### config.mk
export PLATFORM = sky130hd
export DESIGN_NAME = tapMergeAddrGen
export DESIGN_NICKNAME = d
export VERILOG_FILES = /design/src/rtl/tapMergePkg.sv /design/src/rtl/tapMergeCtrl.sv /design/src/rtl/tapMergeCoordMap.sv /design/src/rtl/tapMergeDatapath.sv /design/src/rtl/tapMergeAddrGen.sv
export SDC_FILE = /design/constraint.sdc
export NUM_CORES = 1
export LEC_CHECK = 0
export ABC_CLOCK_PERIOD_IN_PS = 10900
export BUFFER_PORTS_ARGS = -buffer_cell sky130_fd_sc_hd__buf_2
export CAP_MARGIN = 20
export CORE_UTILIZATION = 45
export DETAILED_ROUTE_END_ITERATION = 7
export GPL_TIMING_DRIVEN = 0
export RECOVER_POWER = 50
export SYNTH_ARGS = -nofsm -noshare
export SYNTH_HDL_FRONTEND = slang
export SYNTH_SLANG_ARGS = --single-unit
### constraint.sdc
create_clock -name clk -period 10.9 [get_ports clk]
set_input_delay 1.635 -clock clk [delete_from_list [all_inputs] [get_ports clk]]
set_output_delay 1.635 -clock clk [all_outputs]
set_load 0.02 [all_outputs]
### src/rtl/tapMergePkg.sv
package tapMergePkg;

  localparam logic [1:0] LAYOUT_MERGE = 2'd2;

  localparam logic [2:0] GEOM_INTERLACE    = 3'd1;
  localparam logic [2:0] GEOM_STACK        = 3'd2;
  localparam logic [2:0] GEOM_SIDE         = 3'd3;
  localparam logic [2:0] GEOM_MIRROR_RIGHT = 3'd4;
  localparam logic [2:0] GEOM_MIRROR_LEFT  = 3'd5;

  typedef enum logic [1:0] {
    ROW_DIRECT     = 2'd0,
    ROW_INTERLEAVE = 2'd1,
    ROW_STACK      = 2'd2
  } rowKind_e;

  typedef enum logic [1:0] {
    COL_DIRECT    = 2'd0,
    COL_SHIFT     = 2'd1,
    COL_MIRROR_HI = 2'd2,
    COL_MIRROR_LO = 2'd3
  } colKind_e;

  typedef struct packed {
    logic     capture;
    rowKind_e rowKind;
    colKind_e colKind;
  } ctrlStrobe_t;

endpackage

### src/rtl/tapMergeCtrl.sv
module tapMergeCtrl
  import tapMergePkg::*;
(
  input  logic        clk,
  input  logic        rstN,
  input  logic [1:0]  layoutCtl,
  input  logic [2:0]  geomMode,
  input  logic        inValid,
  output logic        inReady,
  output logic        outValid,
  input  logic        outReady,
  output logic        modeErr,
  output ctrlStrobe_t strobe
);

  logic mergeOn;
  logic modeOk;
  logic legal;
  logic accept;
  logic validQ;
  logic errQ;

  always_comb begin
    mergeOn = (layoutCtl == LAYOUT_MERGE);
    modeOk  = (geomMode >= GEOM_INTERLACE) && (geomMode <= GEOM_MIRROR_LEFT);
    legal   = !mergeOn || modeOk;
  end

  assign inReady = !validQ || outReady;
  assign accept  = inValid && inReady;

  always_comb begin
    strobe.capture = accept && legal;
    strobe.rowKind = ROW_DIRECT;
    strobe.colKind = COL_DIRECT;
    if (mergeOn) begin
      unique case (geomMode)
        GEOM_INTERLACE:    strobe.rowKind = ROW_INTERLEAVE;
        GEOM_STACK:        strobe.rowKind = ROW_STACK;
        GEOM_SIDE:         strobe.colKind = COL_SHIFT;
        GEOM_MIRROR_RIGHT: strobe.colKind = COL_MIRROR_HI;
        GEOM_MIRROR_LEFT:  strobe.colKind = COL_MIRROR_LO;
        default: begin
          strobe.rowKind = ROW_DIRECT;
          strobe.colKind = COL_DIRECT;
        end
      endcase
    end
  end

  always_ff @(posedge clk) begin
    if (!rstN) begin
      validQ <= 1'b0;
      errQ   <= 1'b0;
    end else begin
      errQ <= !legal;
      if (accept) begin
        validQ <= legal;
      end else if (outReady) begin
        validQ <= 1'b0;
      end
    end
  end

  assign outValid = validQ;
  assign modeErr  = errQ;


  hold_valid_chk: assert property (@(posedge clk) disable iff (!rstN)
    (outValid && !outReady) |=> outValid);


  no_accept_stall_chk: assert property (@(posedge clk) disable iff (!rstN)
    (outValid && !outReady) |-> !inReady);


  legal_latency_chk: assert property (@(posedge clk) disable iff (!rstN)
    (inValid && inReady && (layoutCtl != LAYOUT_MERGE)) |=> outValid);


  illegal_drop_chk: assert property (@(posedge clk) disable iff (!rstN)
    (inValid && inReady && (layoutCtl == LAYOUT_MERGE) &&
     ((geomMode == 3'd0) || (geomMode > GEOM_MIRROR_LEFT))) |=> (!outValid && modeErr));

endmodule

### src/rtl/tapMergeCoordMap.sv
module tapMergeCoordMap
  import tapMergePkg::*;
#(
  parameter int WB = 12,
  parameter int HB = 12
) (
  input  rowKind_e        rowKind,
  input  colKind_e        colKind,
  input  logic            inStream,
  input  logic [HB-1:0]   inRow,
  input  logic [WB-1:0]   inCol,
  input  logic [WB-1:0]   frameWidth,
  input  logic [HB-1:0]   frameHeight,
  output logic [HB-1:0]   dstRow,
  output logic [WB-1:0]   dstCol
);

  logic [WB-1:0] halfW;
  logic [HB-1:0] halfH;
  logic [WB-1:0] mirrorCol;

  always_comb begin
    halfW     = frameWidth >> 1;
    halfH     = frameHeight >> 1;
    mirrorCol = halfW - WB'(1) - inCol;
  end

  always_comb begin
    unique case (rowKind)
      ROW_INTERLEAVE: dstRow = (inRow << 1) | HB'(inStream);
      ROW_STACK:      dstRow = inRow + (inStream ? halfH : '0);
      default:        dstRow = inRow;
    endcase
  end

  always_comb begin
    unique case (colKind)
      COL_SHIFT:     dstCol = inCol + (inStream ? halfW : '0);
      COL_MIRROR_HI: dstCol = inStream ? (halfW + mirrorCol) : inCol;
      COL_MIRROR_LO: dstCol = inStream ? (halfW + inCol) : mirrorCol;
      default:       dstCol = inCol;
    endcase
  end

endmodule

### src/rtl/tapMergeDatapath.sv
module tapMergeDatapath
  import tapMergePkg::*;
#(
  parameter int WB = 12,
  parameter int HB = 12,
  localparam int AW = WB + HB
) (
  input  logic          clk,
  input  logic          rstN,
  input  ctrlStrobe_t   strobe,
  input  logic          inStream,
  input  logic [HB-1:0] inRow,
  input  logic [WB-1:0] inCol,
  input  logic [WB-1:0] frameWidth,
  input  logic [HB-1:0] frameHeight,
  output logic [AW-1:0] outAddr
);

  logic [HB-1:0] dstRow;
  logic [WB-1:0] dstCol;
  logic [AW-1:0] rowBase;
  logic [AW-1:0] addrNext;
  logic [AW-1:0] addrQ;

  tapMergeCoordMap #(.WB(WB), .HB(HB)) uMap (
    .rowKind     (strobe.rowKind),
    .colKind     (strobe.colKind),
    .inStream    (inStream),
    .inRow       (inRow),
    .inCol       (inCol),
    .frameWidth  (frameWidth),
    .frameHeight (frameHeight),
    .dstRow      (dstRow),
    .dstCol      (dstCol)
  );

  always_comb begin
    rowBase  = AW'(dstRow) * AW'(frameWidth);
    addrNext = rowBase + AW'(dstCol);
  end

  always_ff @(posedge clk) begin
    if (!rstN) begin
      addrQ <= '0;
    end else if (strobe.capture) begin
      addrQ <= addrNext;
    end
  end

  assign outAddr = addrQ;

endmodule

### src/rtl/tapMergeAddrGen.sv
module tapMergeAddrGen
  import tapMergePkg::*;
#(
  parameter int WB = 12,
  parameter int HB = 12,
  localparam int AW = WB + HB
) (
  input  logic          clk,
  input  logic          rstN,
  input  logic [1:0]    layoutCtl,
  input  logic [2:0]    geomMode,
  input  logic [WB-1:0] frameWidth,
  input  logic [HB-1:0] frameHeight,
  input  logic          inValid,
  output logic          inReady,
  input  logic          inStream,
  input  logic [HB-1:0] inRow,
  input  logic [WB-1:0] inCol,
  output logic          outValid,
  input  logic          outReady,
  output logic [AW-1:0] outAddr,
  output logic          modeErr
);

  ctrlStrobe_t strobe;

  tapMergeCtrl uCtrl (
    .clk       (clk),
    .rstN      (rstN),
    .layoutCtl (layoutCtl),
    .geomMode  (geomMode),
    .inValid   (inValid),
    .inReady   (inReady),
    .outValid  (outValid),
    .outReady  (outReady),
    .modeErr   (modeErr),
    .strobe    (strobe)
  );

  tapMergeDatapath #(.WB(WB), .HB(HB)) uPath (
    .clk         (clk),
    .rstN        (rstN),
    .strobe      (strobe),
    .inStream    (inStream),
    .inRow       (inRow),
    .inCol       (inCol),
    .frameWidth  (frameWidth),
    .frameHeight (frameHeight),
    .outAddr     (outAddr)
  );


  addr_hold_chk: assert property (@(posedge clk) disable iff (!rstN)
    (outValid && !outReady) |=> $stable(outAddr));


  pass_addr_chk: assert property (@(posedge clk) disable iff (!rstN)
    (inValid && inReady && (layoutCtl != LAYOUT_MERGE)) |=>
      (outAddr == $past(AW'(inRow) * AW'(frameWidth) + AW'(inCol))));

endmodule

==> After elaboration in Yosys (flattened, before gate mapping) <==
Index checks and enable logic that the tools add are counted.
{ "totals": {"output_inout_bits": 27, "in_bits": 58, "register_bits": 26} }
{ "op_classes": {"addsub": 7, "n_mux": 11, "multipliers": 1, "n_reduce_logical": 9, "n_bitwise": 1, "n_eq_ne": 11, "magnitude_cmp": 2} }
{ "ops": {"columns": ["op", "count"], "rows": [
  ["12-bit one-hot mux with 3 select lines", 1],
  ["11-bit by 12-bit adder with 12-bit output", 2],
  ["12-bit by 11-bit adder with 12-bit output", 2],
  ["24-bit by 12-bit adder with 24-bit output", 1],
  ["12-bit by 12-bit multiplier with 24-bit output", 1],
  ["12-bit 2-to-1 mux", 2],
  ["12-bit one-hot mux with 2 select lines", 1],
  ["11-bit 2-to-1 mux", 2],
  ["12-bit by 1-bit OR with 12-bit output", 1],
  ["11-bit by 1-bit subtractor with 12-bit output, second input constant", 1],
  ["12-bit subtractor", 1],
  ["2-bit equality test, second input constant", 4],
  ["3-bit by 2-bit equality test with 1-bit output, second input constant", 2],
  ["3-bit equality test, second input constant", 2],
  ["2-bit one-hot mux with 3 select lines", 1],
  ["2-bit by 1-bit equality test with 1-bit output, second input constant", 2],
  ["4-bit 2-to-1 mux", 1],
  ["2-bit one-hot mux with 2 select lines", 1],
  ["3-bit by 1-bit equality test with 1-bit output, second input constant", 1],
  ["3-bit by 1-bit >= comparator with 1-bit output, second input constant", 1],
  ["3-bit less-or-equal comparator, second input constant", 1],
  ["1-bit logical AND", 3],
  ["1-bit zero test", 3],
  ["1-bit logical OR", 2],
  ["other kinds (2)", 3]
]} }

==> Depth between registers and ports, before layout <==
{ "logic_depth": {"depth_word": 7, "ltp_mapped": 34, "depth_no_buf": 33} }

==> Modules after synthesis <==
A second synthesis with hierarchy kept.
{ "unflattened": {"hier_cells": 1207, "hier_area_um2": 9626.7} }
{ "modules_own_cells": {"columns": ["module", "cells_each", "seq_area_each_um2", "area_each_um2", "n_inst"], "rows": [
  ["tapMergeDatapath", 719, 480.5, 6132.1, 1],
  ["tapMergeCoordMap", 470, 0.0, 3334.4, 1],
  ["tapMergeCtrl", 18, 40.0, 160.2, 1]
]} }

==> Worst setup path after synthesis <==
OpenSTA, ideal clock, no wires.
{ "synth_path": {"kind": "input to register", "startpoint": "input inStream", "endpoint": "register uPath.addrQ[16] (netlist: uPath.outAddr[16])", "path_slack_ns": 2.003, "stages": 31, "path_buffers": 4, "arrival_ns": 8.821, "setup_time_ns": 0.076, "cell_sequence": "clkbuf_1 > buf_1 > clkbuf_1 > and2_1 > ha_1 > fa_1 > a21o_1 > a21oi_1 > o21bai_1 > a21o_1 > a31oi_1 > mux2i_1 > clkbuf_1 > o21ai_0 > fa_1 > inv_1 > fa_1 > inv_1 > fa_1 > inv_1 > fa_1 > inv_1 > fa_1 > inv_1 > ha_1 > and3_1 > nand3_1 > o21ai_0 > a31oi_1 > or4b_2 > a31oi_1"} }
{ "synth_between": {"elab_chain_len": 5, "word_cells_on_any_way": 11, "classes_between": "add/sub (3); mul (1); mux (6); bitwise (1)"} }
{ "synth_rtl": {"columns": ["item", "line", "source"], "rows": [
  ["start, declared", "tapMergeAddrGen.sv:16", "input logic inStream,"],
  ["11-bit 2-to-1 mux", "tapMergeCoordMap.sv:31", "ROW_STACK: dstRow = inRow + (inStream ? halfH : '0);"],
  ["12-bit by 11-bit adder with 12-bit output", "tapMergeCoordMap.sv:31", null],
  ["12-bit one-hot mux with 2 select lines", "tapMergeCoordMap.sv:29", "unique case (rowKind)"],
  ["12-bit by 12-bit multiplier with 24-bit output", "tapMergeDatapath.sv:38", "rowBase = AW'(dstRow) * AW'(frameWidth);"],
  ["24-bit by 12-bit adder with 24-bit output (*)", "tapMergeDatapath.sv:39", "addrNext = rowBase + AW'(dstCol);"],
  ["end signal, assigned", "tapMergeDatapath.sv:46", "addrQ <= addrNext;"],
  ["end, declared", "tapMergeDatapath.sv:23", "logic [AW-1:0] addrQ;"]
]} }
Mark *: on every way between the ends. The rest lies on a longest branch, timed or not.
A chain may end at the register's enable or synchronous reset.

==> Worst setup path after layout <==
{ "layout_path": {"startpoint": "input inStream", "endpoint": "register uPath.addrQ[21] (netlist: uPath.outAddr[21])"} }
Same word-level chain as after synthesis.

==> impl_results.md <==
- Tightest Pin Transition: between 0.7 and 0.8 ns
- Register area share after synthesis: 5.49%
- Syn Inst Count: around 1200
- Fin crit period: 9.99 ns
- Slew Limit Fails: 0
- Run status: completed
- Global-route usage over all layers: around a quarter
- Largest net degree at the start of global routing: 15
- Combinational Power Share: 89.6%
- Synthesis Warnings: 0
- Clock root buffer: clkbuf_16
- Max-Cap Viols: 0
- Switching Share: 53.6%
- Worst setup path category: in -> reg
- Initial DRT Pass Iterations: 5
- Post-synth ARST share: 0%
- Clk sinks: 26
- Worst Skew: 0.00274 ns
- Setup Buffers After CTS: 0
- Pwr dens: 206 nW/um^2
- Mapped Area: approximately 9500 sq um
- CTS tree: yes
- Post-cts resize count: 0
- Hold WC Path Type: reg -> reg
- Maximum fanout along the worst path: 10
- Drt wl/cell: roughly 17 um
- Vias in the first global route: roughly 8300
- CTS Buf Count: 3
- Grt total ovfl: 0
- RSZ-0062 raised after global routing: no
- Die Span X: 147 um
- Gpl congestion: 0.940
- HPWL after detailed placement: 22100 um
- Synth-to-layout area growth: 8.41%
- Buffers on Ports: 80
- CP startpoint kind: input port
- Top FF cell, synth: dfxtp_1
- Avg Cell Area, Syn: 7.97 sq um
- Max transition margin: 51.3%
- Cell with the most instances on the worst path: fa_1
- Power share of the clock group: 4.1%
- Drc violations: 0
- Crit path DAT: 10.13 ns
- Peak VDD IR: between 0.2 and 0.25 mV
- Hold depth: 2
- Sum Neg Setup Slack: 0 ns
- Die H: 147 um
- Leak Pwr: roughly 5 nW
- Flop2flop setup slack: 9.16 ns
- Mapped Nets: 1491
- WP data required: about 11 ns
- R2R depth: 6
- Period utilization: 91.6%
- Cts hold-fix bufs: 0
- Number of routed nets with antenna violations: 0
- 1st-iter DRT viols: 388
- Worst-path clk slew: 0.06 ns
- Placement Setup Slack: 0.726 ns
- Clock Latency Late Sink: 0.26 ns
- Die Footprint: roughly 22000 sq um
- Clk buf depth: 2
- DR vias/cell: 5.41
- FMAX: 100 MHz
- # rows: 52
- Reg power frac: 6.3%
- Ports: 85
- Worst setup EP type: register
- Final setup viols: 0
- Layout cells sized above 1: under 10%
- Number of flops mapped to enable cells by yosys: 0
- Final WS setup: slightly above 0.9 ns
- Net Sw Power: 1.14 mW
- Internal power: roughly 1 mW
- Max stage delay on crit path: ~0.57 ns
- H-Tree Depth: 1
- Crit-path slowest cell: fa_1
- Initial cell density of the core: 46.4%
- Yosys reg bits: 26
- Post-synth cell types: a little over 60
- Vias: 8358
- Core area: 20400 sq um
- First-pass GRT wire length: roughly 44000 um
- Drt total wl: 25800 um
- Final Hold Vio Count: 0
- Initial antenna violation count: 1
- Nets: 1576
==> final cells by class <==
class	count	area, sq um
inverter	175	657
sequential	26	520
clock buffer	4	88.8
fill	2100	10200
multi-input combinational	926	8050
antenna	1	2.50
tap	270	338
buffer	62	249
timing repair buffer	80	368
==> through the flow <==
step	util, %	instances	hold slack (ns)	total power, mW	instance area, sq um
3_5_place_dp	50.0	1539	0.441	2.02	10200
6_report	50.3	1544	0.454	2.12	10300
3_3_place_gp	50.0	1539	0.439	2.02	10200
4_1_cts	50.4	1543	0.457	2.14	10300
5_1_grt	50.3	1543	0.475	2.44	10300
2_1_floorplan	-	1189	0.530	1.63	9480
==> placed cells by master (no fill, tap or decap), types with 5 or more instances in the layout <==
master / synthesis / layout
o211ai_1: 11 / 11
nand3b_1: 5 / 5
a211oi_1: 9 / 9
and4_1: 5 / 5
nand3_1: 24 / 24
or3_1: 8 / 8
nand2b_1: 23 / 23
buf_2: 4 / 58
o21a_1: 25 / 25
o31ai_1: 7 / 7
nor4_1: 5 / 5
dfxtp_1: 26 / 26
o21ai_0: 66 / 66
nand2_1: 103 / 103
and3_1: 10 / 10
mux2i_1: 8 / 8
a21boi_0: 19 / 19
xor2_1: 18 / 18
nand4_1: 13 / 13
a221oi_1: 10 / 10
ha_1: 128 / 128
xnor2_1: 33 / 33
a21o_1: 20 / 20
o21bai_1: 7 / 7
nor2_1: 43 / 43
nor3_1: 15 / 15
and2_1: 49 / 49
buf_1: 6 / 6
nor2b_1: 20 / 20
a31oi_1: 14 / 14
a21oi_1: 65 / 65
inv_1: 174 / 174
fa_1: 116 / 116
a22oi_1: 5 / 5
clkbuf_1: 50 / 76
==> cell families (layout without fill, tap and decap cells) <==
kind of cell               count (synthesis)  after routing  share of synthesized area, %
DFF                                       26             26                          5.49
and+or+nand+nor                          335            335                          18.1
AOI/OAI and AO/OA                        285            285                          19.5
buffers and inverters                    237            321                          9.56
adders and majority gates                244            244                          41.4
xor gates and xnor gates                  51             51                          4.71
other                                      0              1                             0
muxes                                     11             11                          1.24
==> cells in the mapped netlist, types with 5 or more instances <==
| library cell | number | share of area (%) |
|---|---|---|
| nand2_1 | 103 | 4.1 |
| o31ai_1 | 7 | 0.55 |
| buf_1 | 6 | 0.24 |
| o21a_1 | 25 | 2.0 |
| nor2_1 | 43 | 1.7 |
| and3_1 | 10 | 0.66 |
| inv_1 | 174 | 6.9 |
| a21oi_1 | 65 | 3.4 |
| a221oi_1 | 10 | 0.92 |
| a22oi_1 | 5 | 0.40 |
| and2_1 | 49 | 3.2 |
| a31oi_1 | 14 | 0.92 |
| xnor2_1 | 33 | 3.0 |
| dfxtp_1 | 26 | 5.5 |
| xor2_1 | 18 | 1.7 |
| clkbuf_1 | 50 | 2.0 |
| o21ai_0 | 66 | 3.5 |
| o211ai_1 | 11 | 0.87 |
| nor3_1 | 15 | 0.79 |
| a21boi_0 | 19 | 1.5 |
| nor4_1 | 5 | 0.33 |
| o21bai_1 | 7 | 0.55 |
| and4_1 | 5 | 0.46 |
| a211oi_1 | 9 | 0.71 |
| nand3b_1 | 5 | 0.40 |
| nand4_1 | 13 | 0.86 |
| nand3_1 | 24 | 1.3 |
| nor2b_1 | 20 | 1.3 |
| a21o_1 | 20 | 1.6 |
| fa_1 | 116 | 25 |
| or3_1 | 8 | 0.53 |
| nand2b_1 | 23 | 1.5 |
| ha_1 | 128 | 17 |
| mux2i_1 | 8 | 0.85 |
==> sequential cells by signal (all words and copies together) (netlist names) <==
register / count
uCtrl.modeErr: 1
uPath.outAddr: 24
uCtrl.outValid: 1
==> worst max-delay path: cells and delay by family <==
family | cells | cell delay (ns)
xor+xnor | 1 | 0.22
fa+ha+maj | 7 | 3.20
mux | 1 | 0.38
buf+inv | 7 | 1.90
compound gates | 11 | 2.07
simple gates | 2 | 0.70
==> power by group through the flow <==
stage	Combinational (mW)	Sequential, mW	Clock [mW]
CTS	1.92	0.133	0.0902
detailed placement	1.88	0.135	0
global placement	1.89	0.135	0
global route	2.21	0.137	0.0932
finish	1.90	0.134	0.0877
floorplan	1.46	0.163	0
==> layer usage <==
| metal | wire [um] | vias to the layer above | track usage [%] | part of all wire, % |
|---|---|---|---|---|
| met1 | 12400 | 3897 | 36.2 | 48 |
| met4 | 416 | 0 | 4.69 | 1.6 |
| li1 | - | 4175 | - | - |
| met3 | 1700 | 31 | 3.29 | 6.6 |
| met5 | 0 | - | 0 | 0 |
| met2 | 11300 | 255 | 40.3 | 44 |
==> path summary, 6_finish.rpt <==
check                                               startpoint                             end
worst min-delay path            uPath.outAddr[19]$_SDFFE_PN0P_  uPath.outAddr[19]$_SDFFE_PN0P_
worst min register to register  uPath.outAddr[19]$_SDFFE_PN0P_  uPath.outAddr[19]$_SDFFE_PN0P_
worst max-delay path                                  inStream  uPath.outAddr[21]$_SDFFE_PN0P_
worst max register to register     uCtrl.outValid$_SDFFE_PN0P_   uPath.outAddr[8]$_SDFFE_PN0P_
Note: power is estimated with default switching activity, not from simulation.
